## config.mk

```make
export PLATFORM = sky130hd
export DESIGN_NAME = phase_bridge
export DESIGN_NICKNAME = d
export VERILOG_FILES = /design/src/rtl/phase_bridge_pkg.sv /design/src/rtl/hs_sample.sv /design/src/rtl/rz_to_tr.sv /design/src/rtl/tr_to_rz.sv /design/src/rtl/phase_bridge.sv
export SDC_FILE = /design/constraint.sdc
export NUM_CORES = 1
export LEC_CHECK = 0
export CAP_MARGIN = 0
export CORE_MARGIN = 1
export CORE_UTILIZATION = 42
export CTS_CLUSTER_DIAMETER = 50
export DETAILED_ROUTE_END_ITERATION = 8
export PLACE_DENSITY_LB_ADDON = 0.3
export SETUP_SLACK_MARGIN = 0.15
export SLEW_MARGIN = 40
export SYNTH_ARGS = -nofsm -noshare
export SYNTH_HDL_FRONTEND = slang
export SYNTH_SLANG_ARGS = --single-unit
```

## constraint.sdc

```tcl
create_clock -name clk -period 1.7 [get_ports clk]
set_input_delay 0.34 -clock clk [delete_from_list [all_inputs] [get_ports clk]]
set_output_delay 0.34 -clock clk [all_outputs]
set_load 0.02 [all_outputs]
```

## src/rtl/phase_bridge_pkg.sv

```systemverilog
package phase_bridge_pkg;

  // return-to-zero in, transition out
  typedef enum logic [1:0] {
    RZ_IDLE = 2'd0,
    RZ_WAIT = 2'd1,
    RZ_HOLD = 2'd2
  } rz_in_state_e;

  // transition in, return-to-zero out
  typedef enum logic [1:0] {
    TR_IDLE  = 2'd0,
    TR_RAISE = 2'd1,
    TR_DROP  = 2'd2
  } tr_in_state_e;

endpackage

```

## src/rtl/hs_sample.sv

```systemverilog
module hs_sample #(
  parameter int unsigned NB = 1
) (
  input  logic          clk,
  input  logic          rst_n,
  input  logic [NB-1:0] d,
  output logic [NB-1:0] q
);

  always_ff @(posedge clk or negedge rst_n) begin
    if (!rst_n) q <= '0;
    else        q <= d;
  end

endmodule

```

## src/rtl/rz_to_tr.sv

```systemverilog
module rz_to_tr
  import phase_bridge_pkg::*;
#(
  parameter int unsigned DW = 8
) (
  input  logic          clk,
  input  logic          rst_n,
  input  logic          rz_req,
  output logic          rz_ack,
  input  logic [DW-1:0] rz_dat,
  output logic          tr_req,
  input  logic          tr_ack,
  output logic [DW-1:0] tr_dat
);

  logic         req_s, ack_s;
  rz_in_state_e st_q, st_d;
  logic         par_q, par_d;
  logic         ack_q, ack_d;
  logic         dat_en;
  logic [DW-1:0] dat_q;

  hs_sample #(.NB(2)) u_samp (
    .clk(clk), .rst_n(rst_n),
    .d({rz_req, tr_ack}), .q({req_s, ack_s})
  );

  always_comb begin
    st_d   = st_q;
    par_d  = par_q;
    ack_d  = ack_q;
    dat_en = 1'b0;
    case (st_q)
      RZ_IDLE: if (req_s) begin
        dat_en = 1'b1;
        par_d  = ~par_q;
        st_d   = RZ_WAIT;
      end
      RZ_WAIT: if (ack_s == par_q) begin
        ack_d = 1'b1;
        st_d  = RZ_HOLD;
      end
      RZ_HOLD: if (!req_s) begin
        ack_d = 1'b0;
        st_d  = RZ_IDLE;
      end
      default: st_d = RZ_IDLE;
    endcase
  end

  always_ff @(posedge clk or negedge rst_n) begin
    if (!rst_n) begin
      st_q  <= RZ_IDLE;
      par_q <= 1'b0;
      ack_q <= 1'b0;
    end else begin
      st_q  <= st_d;
      par_q <= par_d;
      ack_q <= ack_d;
    end
  end

  always_ff @(posedge clk or negedge rst_n) begin
    if (!rst_n)      dat_q <= '0;
    else if (dat_en) dat_q <= rz_dat;
  end

  assign rz_ack = ack_q;
  assign tr_req = par_q;
  assign tr_dat = dat_q;

endmodule

```

## src/rtl/tr_to_rz.sv

```systemverilog
module tr_to_rz
  import phase_bridge_pkg::*;
#(
  parameter int unsigned DW = 8
) (
  input  logic          clk,
  input  logic          rst_n,
  input  logic          tr_req,
  output logic          tr_ack,
  input  logic [DW-1:0] tr_dat,
  output logic          rz_req,
  input  logic          rz_ack,
  output logic [DW-1:0] rz_dat
);

  logic         req_s, ack_s;
  tr_in_state_e st_q, st_d;
  logic         par_q, par_d;
  logic         req_q, req_d;
  logic         dat_en;
  logic [DW-1:0] dat_q;

  hs_sample #(.NB(2)) u_samp (
    .clk(clk), .rst_n(rst_n),
    .d({tr_req, rz_ack}), .q({req_s, ack_s})
  );

  always_comb begin
    st_d   = st_q;
    par_d  = par_q;
    req_d  = req_q;
    dat_en = 1'b0;
    case (st_q)
      TR_IDLE: if (req_s != par_q) begin
        dat_en = 1'b1;
        req_d  = 1'b1;
        st_d   = TR_RAISE;
      end
      TR_RAISE: if (ack_s) begin
        req_d = 1'b0;
        st_d  = TR_DROP;
      end
      TR_DROP: if (!ack_s) begin
        par_d = ~par_q;
        st_d  = TR_IDLE;
      end
      default: st_d = TR_IDLE;
    endcase
  end

  always_ff @(posedge clk or negedge rst_n) begin
    if (!rst_n) begin
      st_q  <= TR_IDLE;
      par_q <= 1'b0;
      req_q <= 1'b0;
    end else begin
      st_q  <= st_d;
      par_q <= par_d;
      req_q <= req_d;
    end
  end

  always_ff @(posedge clk or negedge rst_n) begin
    if (!rst_n)      dat_q <= '0;
    else if (dat_en) dat_q <= tr_dat;
  end

  assign tr_ack = par_q;
  assign rz_req = req_q;
  assign rz_dat = dat_q;

endmodule

```

## src/rtl/phase_bridge.sv

```systemverilog
module phase_bridge #(
  parameter int unsigned DW = 8
) (
  input  logic          clk,
  input  logic          rst_n,
  input  logic          fi_req,
  output logic          fi_ack,
  input  logic [DW-1:0] fi_dat,
  output logic          to_req,
  input  logic          to_ack,
  output logic [DW-1:0] to_dat,
  input  logic          ti_req,
  output logic          ti_ack,
  input  logic [DW-1:0] ti_dat,
  output logic          fo_req,
  input  logic          fo_ack,
  output logic [DW-1:0] fo_dat
);

  rz_to_tr #(.DW(DW)) u_rz2tr (
    .clk(clk), .rst_n(rst_n),
    .rz_req(fi_req), .rz_ack(fi_ack), .rz_dat(fi_dat),
    .tr_req(to_req), .tr_ack(to_ack), .tr_dat(to_dat)
  );

  tr_to_rz #(.DW(DW)) u_tr2rz (
    .clk(clk), .rst_n(rst_n),
    .tr_req(ti_req), .tr_ack(ti_ack), .tr_dat(ti_dat),
    .rz_req(fo_req), .rz_ack(fo_ack), .rz_dat(fo_dat)
  );

endmodule

```

# After elaboration in Yosys (flattened, before gate mapping)
# Cells that the tools add are included.
word_totals:
  word_cells: 53
  reg_bits: 28
  out_inout_bits: 20
  input_bits: 22
classes:
  n_reduce_logical: 10
  n_bitwise: 3
  eq_ne: 12
  n_mux: 18
op_table:
  columns: ["operator", "n"]
  rows:
  - ["$mux 2", 6]
  - ["$pmux 2 s3", 2]
  - ["$reduce_and 3->1", 4]
  - ["$mux 1", 8]
  - ["$ne 2x2->1 const B", 4]
  - ["$eq 2x1->1 const B", 2]
  - ["$eq 2x2->1 const B", 2]
  - ["$logic_not 2->1", 2]
  - ["$ne 2x1->1 const B", 2]
  - ["$pmux 1 s2", 2]
  - ["$reduce_and 2->1", 2]
  - ["$reduce_bool 2->1", 2]
  - ["$not 1->1", 3]
  - ["$eq 1x1->1", 1]
  - ["$ne 1x1->1", 1]

# Logic depth before layout (Yosys ltp)
depth:
  ltp_word: 3
  ltp_mapped: 4
  mapped_depth_nobuf: 3

# By module
# From an unflattened synthesis, not the netlist that was laid out.
hier_totals:
  hier_cells: 69
  hier_area_um2: 1104.8
modules_own_cells:
  columns: ["module", "seq_area_each_um2", "area_each_um2", "cells_each", "instances"]
  rows:
  - ["tr_to_rz", 300.3, 503.0, 33, 1]
  - ["rz_to_tr", 300.3, 501.7, 32, 1]
  - ["hs_sample", 50.0, 50.0, 2, 2]

# Least setup slack after synthesis
# Ideal clock, no wire load.
synth_timing:
  kind: "reg-to-reg"
  start: "register u_tr2rz.par_q, in the netlist u_tr2rz.tr_ack"
  end: "register u_tr2rz.dat_q[0], in the netlist u_tr2rz.rz_dat[0]"
  required_ns: 1.575
  synth_period_minus_slack_ns: 1.510
  t_arrival_ns: 1.385
  path_stages_with_launch: 5
  path_slack_ns: 0.190
  setup_time_ns: 0.125
  path_buffers: 1
  path_cell_list: "dfrtp_1 xnor2_1 or3_1 buf_6 mux2_4"
synth_between:
  elab_chain_cells: 3
synth_lines:
  columns: ["element", "line_no", "rtl"]
  rows:
  - ["start, declared", "tr_to_rz.sv:18", "logic par_q, par_d;"]
  - ["start signal, assigned", "tr_to_rz.sv:58", "par_q <= par_d;"]
  - ["$ne 1x1->1", "tr_to_rz.sv:34", "TR_IDLE: if (req_s != par_q) begin"]
  - ["$mux 1", "tr_to_rz.sv:34", null]
  - ["$mux 1", "tr_to_rz.sv:33", "case (st_q)"]
  - ["end signal, assigned", "tr_to_rz.sv:65", "else if (dat_en) dat_q <= tr_dat;"]
  - ["end, declared", "tr_to_rz.sv:21", "logic [DW-1:0] dat_q;"]
# Every way passes these cells.
# A chain may end at the register's enable or synchronous reset.

# Final worst setup path
layout_timing:
  start: "register u_rz2tr.par_q, in the netlist u_rz2tr.tr_req"
  end: "output port to_req"
layout_lines:
  columns: ["element", "line_no", "rtl"]
  rows:
  - ["start, declared", "rz_to_tr.sv:18", "logic par_q, par_d;"]
  - ["start signal, assigned", "rz_to_tr.sv:58", "par_q <= par_d;"]
  - ["end, declared", "phase_bridge.sv:9", "output logic to_req,"]
# No word-level cell between the ends.

==> qor.txt <==
GRT Util Overall = 0.151
area share of the largest cell type after synthesis = 0.657
RSZ-0062 raised after global routing = no
Tightest Pin Transition = 0.343 ns
Initial Utilization = 0.465
CTS sink cnt = 28
crit path launch type = flip-flop
pin count of the biggest net entering global routing = 29
Num CTS Buffers = 3
Initial DRC Count = 5
area grow syn2layout = 44.7%
Synthesized Nets = 91
# Max-Cap Violations = 0
Mapped Cells = 69
via count = 710
GRT overflow = 0
row cnt = 17
first-pass GRT wire length = 2.90 mm
DR WL/cell = 13.6 um
Synth area leader = dfrtp_1
diode count = 0
Die H = 52.4 um
max frequency = 689 MHz
setup_tns = 0 ns
clk buf depth = 2
Post-Syn Area = 0.00107 mm^2
vias in the first global route = 646
fin util = 0.672
critical path arrival = 1.11 ns
Finish-stage setup viols = 0
Final ANT Viol Nets = 0
static leakage = 0.717 nW
PD cells = 1910 mW/mm^2
drt total wl = 1.93 mm
Avg Cell Area, Syn = 15.5 um^2
FF+latch count, synth = 28
top cells by area, synth = dfrtp_1, mux2_4, mux2_2, xnor2_1, xor2_1
die area = 0.00275 mm^2
final worst slack = 0.249 ns
CP bufs+invs = 1
cell family with most CP delay = flip-flops
endpoint class of the critical path = output port
Pins Over Slew Limit = 0
Tmin final = 1.45 ns
most crowded layer after global routing = met2
Place WS = 0.0871 ns
worst r2r src = u_tr2rz.tr_ack
Synth cell types = 18
Crit. path cell count = 1
R2R Path End = u_tr2rz.rz_dat[6]
Crit Path Class = reg2out
root buffer cell = clkbuf_4
gpl congestion = 0.675
Final Hold Viols = 0
R2R Setup Slk = 0.25 ns
critical-path cell list = dlygate4sd2_1
status = finished clean
IO Port Bufs = 41
clock skew = 0.0112 ns
share of the clock period used by the worst path = 0.854
total power = 2.94 mW
Setup Buffers After CTS = 0
Layout Nets = 137
Vias/cell = 5.00
CTS H-tree lvls = 1
Slowest cell on crit path = dfrtp_1
dpl cell area = 0.00151 mm^2
Placeable Area = 0.00230 mm^2
drt first pass iters = 4
initial antenna violation count = 0
register clock-pin slew on the reported worst setup and hold paths = 0.15 ns
Ys Warns = 0
share of cells above drive strength 1 = 0.202
met1 usage = 0.193
Fillers = 181
sequential area share after synthesis = 0.657
Worst R2R Path Depth = 3
met2 usage = 0.243
commonest cells after routing, fill and taps aside = dfrtp_1, clkdlybuf4s50_1, dlygate4sd2_1, mux2_4, mux2_2
design area = 0.00154 mm^2
DRC viols = 0
die width = 52.4 um
clk_lat worst skew = 0.33 ns
Top Ports = 42
peak supply drop = 1150 uV
commonest non-fill, non-tap cell in the layout = dfrtp_1
Slew Limit Headroom = 0.771
Worst EP required = 1.36 ns
CTS tree = done
dpl hpwl = 1.38 mm
CP Max Fanout = 3
slowest cell delay on critical path = 0.43 ns
Hold/Removal Path Class = in2async
met3 usage = 0.0377
-- power by group --
group | internal, mW | switching (mW)
Combinational | 0.697 | 0.649
Sequential | 0.963 | 0.206
Clock | 0.238 | 0.189
Total | 1.90 | 1.04
-- synthesized netlist by cell type --
| cell type | n |
|---|---|
| mux2_2 | 8 |
| nand2_1 | 2 |
| xor2_1 | 2 |
| o21ai_0 | 2 |
| nor2_1 | 3 |
| buf_2 | 1 |
| dfrtp_1 | 28 |
| buf_6 | 1 |
| inv_1 | 2 |
| xnor2_1 | 3 |
| and3_1 | 1 |
| a211oi_1 | 2 |
| nand3b_1 | 1 |
| mux2_4 | 8 |
| a21oi_1 | 2 |
| or3_1 | 1 |
| o31ai_1 | 1 |
| nor3b_1 | 1 |
-- kinds of logic after synthesis --
family | Yosys count | share of synthesized area
compound gates | 7 | 0.0399
buf+inv | 4 | 0.0223
xor+xnor | 5 | 0.0410
mux | 16 | 0.197
flops | 28 | 0.657
simple gates | 9 | 0.0434
-- registers in the layout (all words and copies together) (netlist names) --
register          flops
u_tr2rz.st_q          2
u_tr2rz.rz_dat        8
u_rz2tr.rz_ack        1
u_tr2rz.rz_req        1
u_tr2rz.u_samp.q      2
u_rz2tr.u_samp.q      2
u_rz2tr.tr_dat        8
u_tr2rz.tr_ack        1
u_rz2tr.st_q          2
u_rz2tr.tr_req        1
-- layer usage --
layer / routed length [um] / part of all wire
met1: 842 / 0.44
met2: 956 / 0.50
met3: 119 / 0.062
met4: 9 / 0.0047
met5: 0 / 0
-- worst max path at each step --
stage	to	slack, ns	from
3_3_place_gp	u_tr2rz.rz_dat[1]	0.14	u_tr2rz.tr_ack
5_1_grt	to_req	0.17	u_rz2tr.tr_req
6_report	to_req	0.25	u_rz2tr.tr_req
2_1_floorplan	u_tr2rz.rz_dat[0]	0.19	u_tr2rz.tr_ack
4_1_cts	to_req	0.23	u_rz2tr.tr_req
3_5_place_dp	u_tr2rz.rz_dat[6]	0.09	u_tr2rz.tr_ack
-- layout make-up --
| class | count | area (um^2) | share of cell area |
|---|---|---|---|
| Sequential cell | 28 | 701 | 0.454 |
| Timing Repair Buffer | 43 | 400 | 0.259 |
| Multi-Input combinational cell | 37 | 348 | 0.225 |
| Tap cell | 28 | 35.0 | 0.0227 |
| Clock inverter | 1 | 30.0 | 0.0194 |
| Clock buffer | 3 | 22.5 | 0.0146 |
| Inverter | 2 | 7.51 | 0.00486 |
-- stage by stage --
step           instances  hold WS (ns)
2_1_floorplan         69        0.0444
3_3_place_gp         138         0.483
3_5_place_dp         138         0.492
4_1_cts              142         0.376
5_1_grt              142         0.390
6_report             142         0.372
-- timing repair --
| action | 4_1_cts | 5_1_grt |
|---|---|---|
| hold buffers | 0 | 0 |
| endpoints found under the setup margin | 28 | 0 |
| resized for setup | 21 | 0 |
No activity file was read; power rests on OpenSTA's default activity.
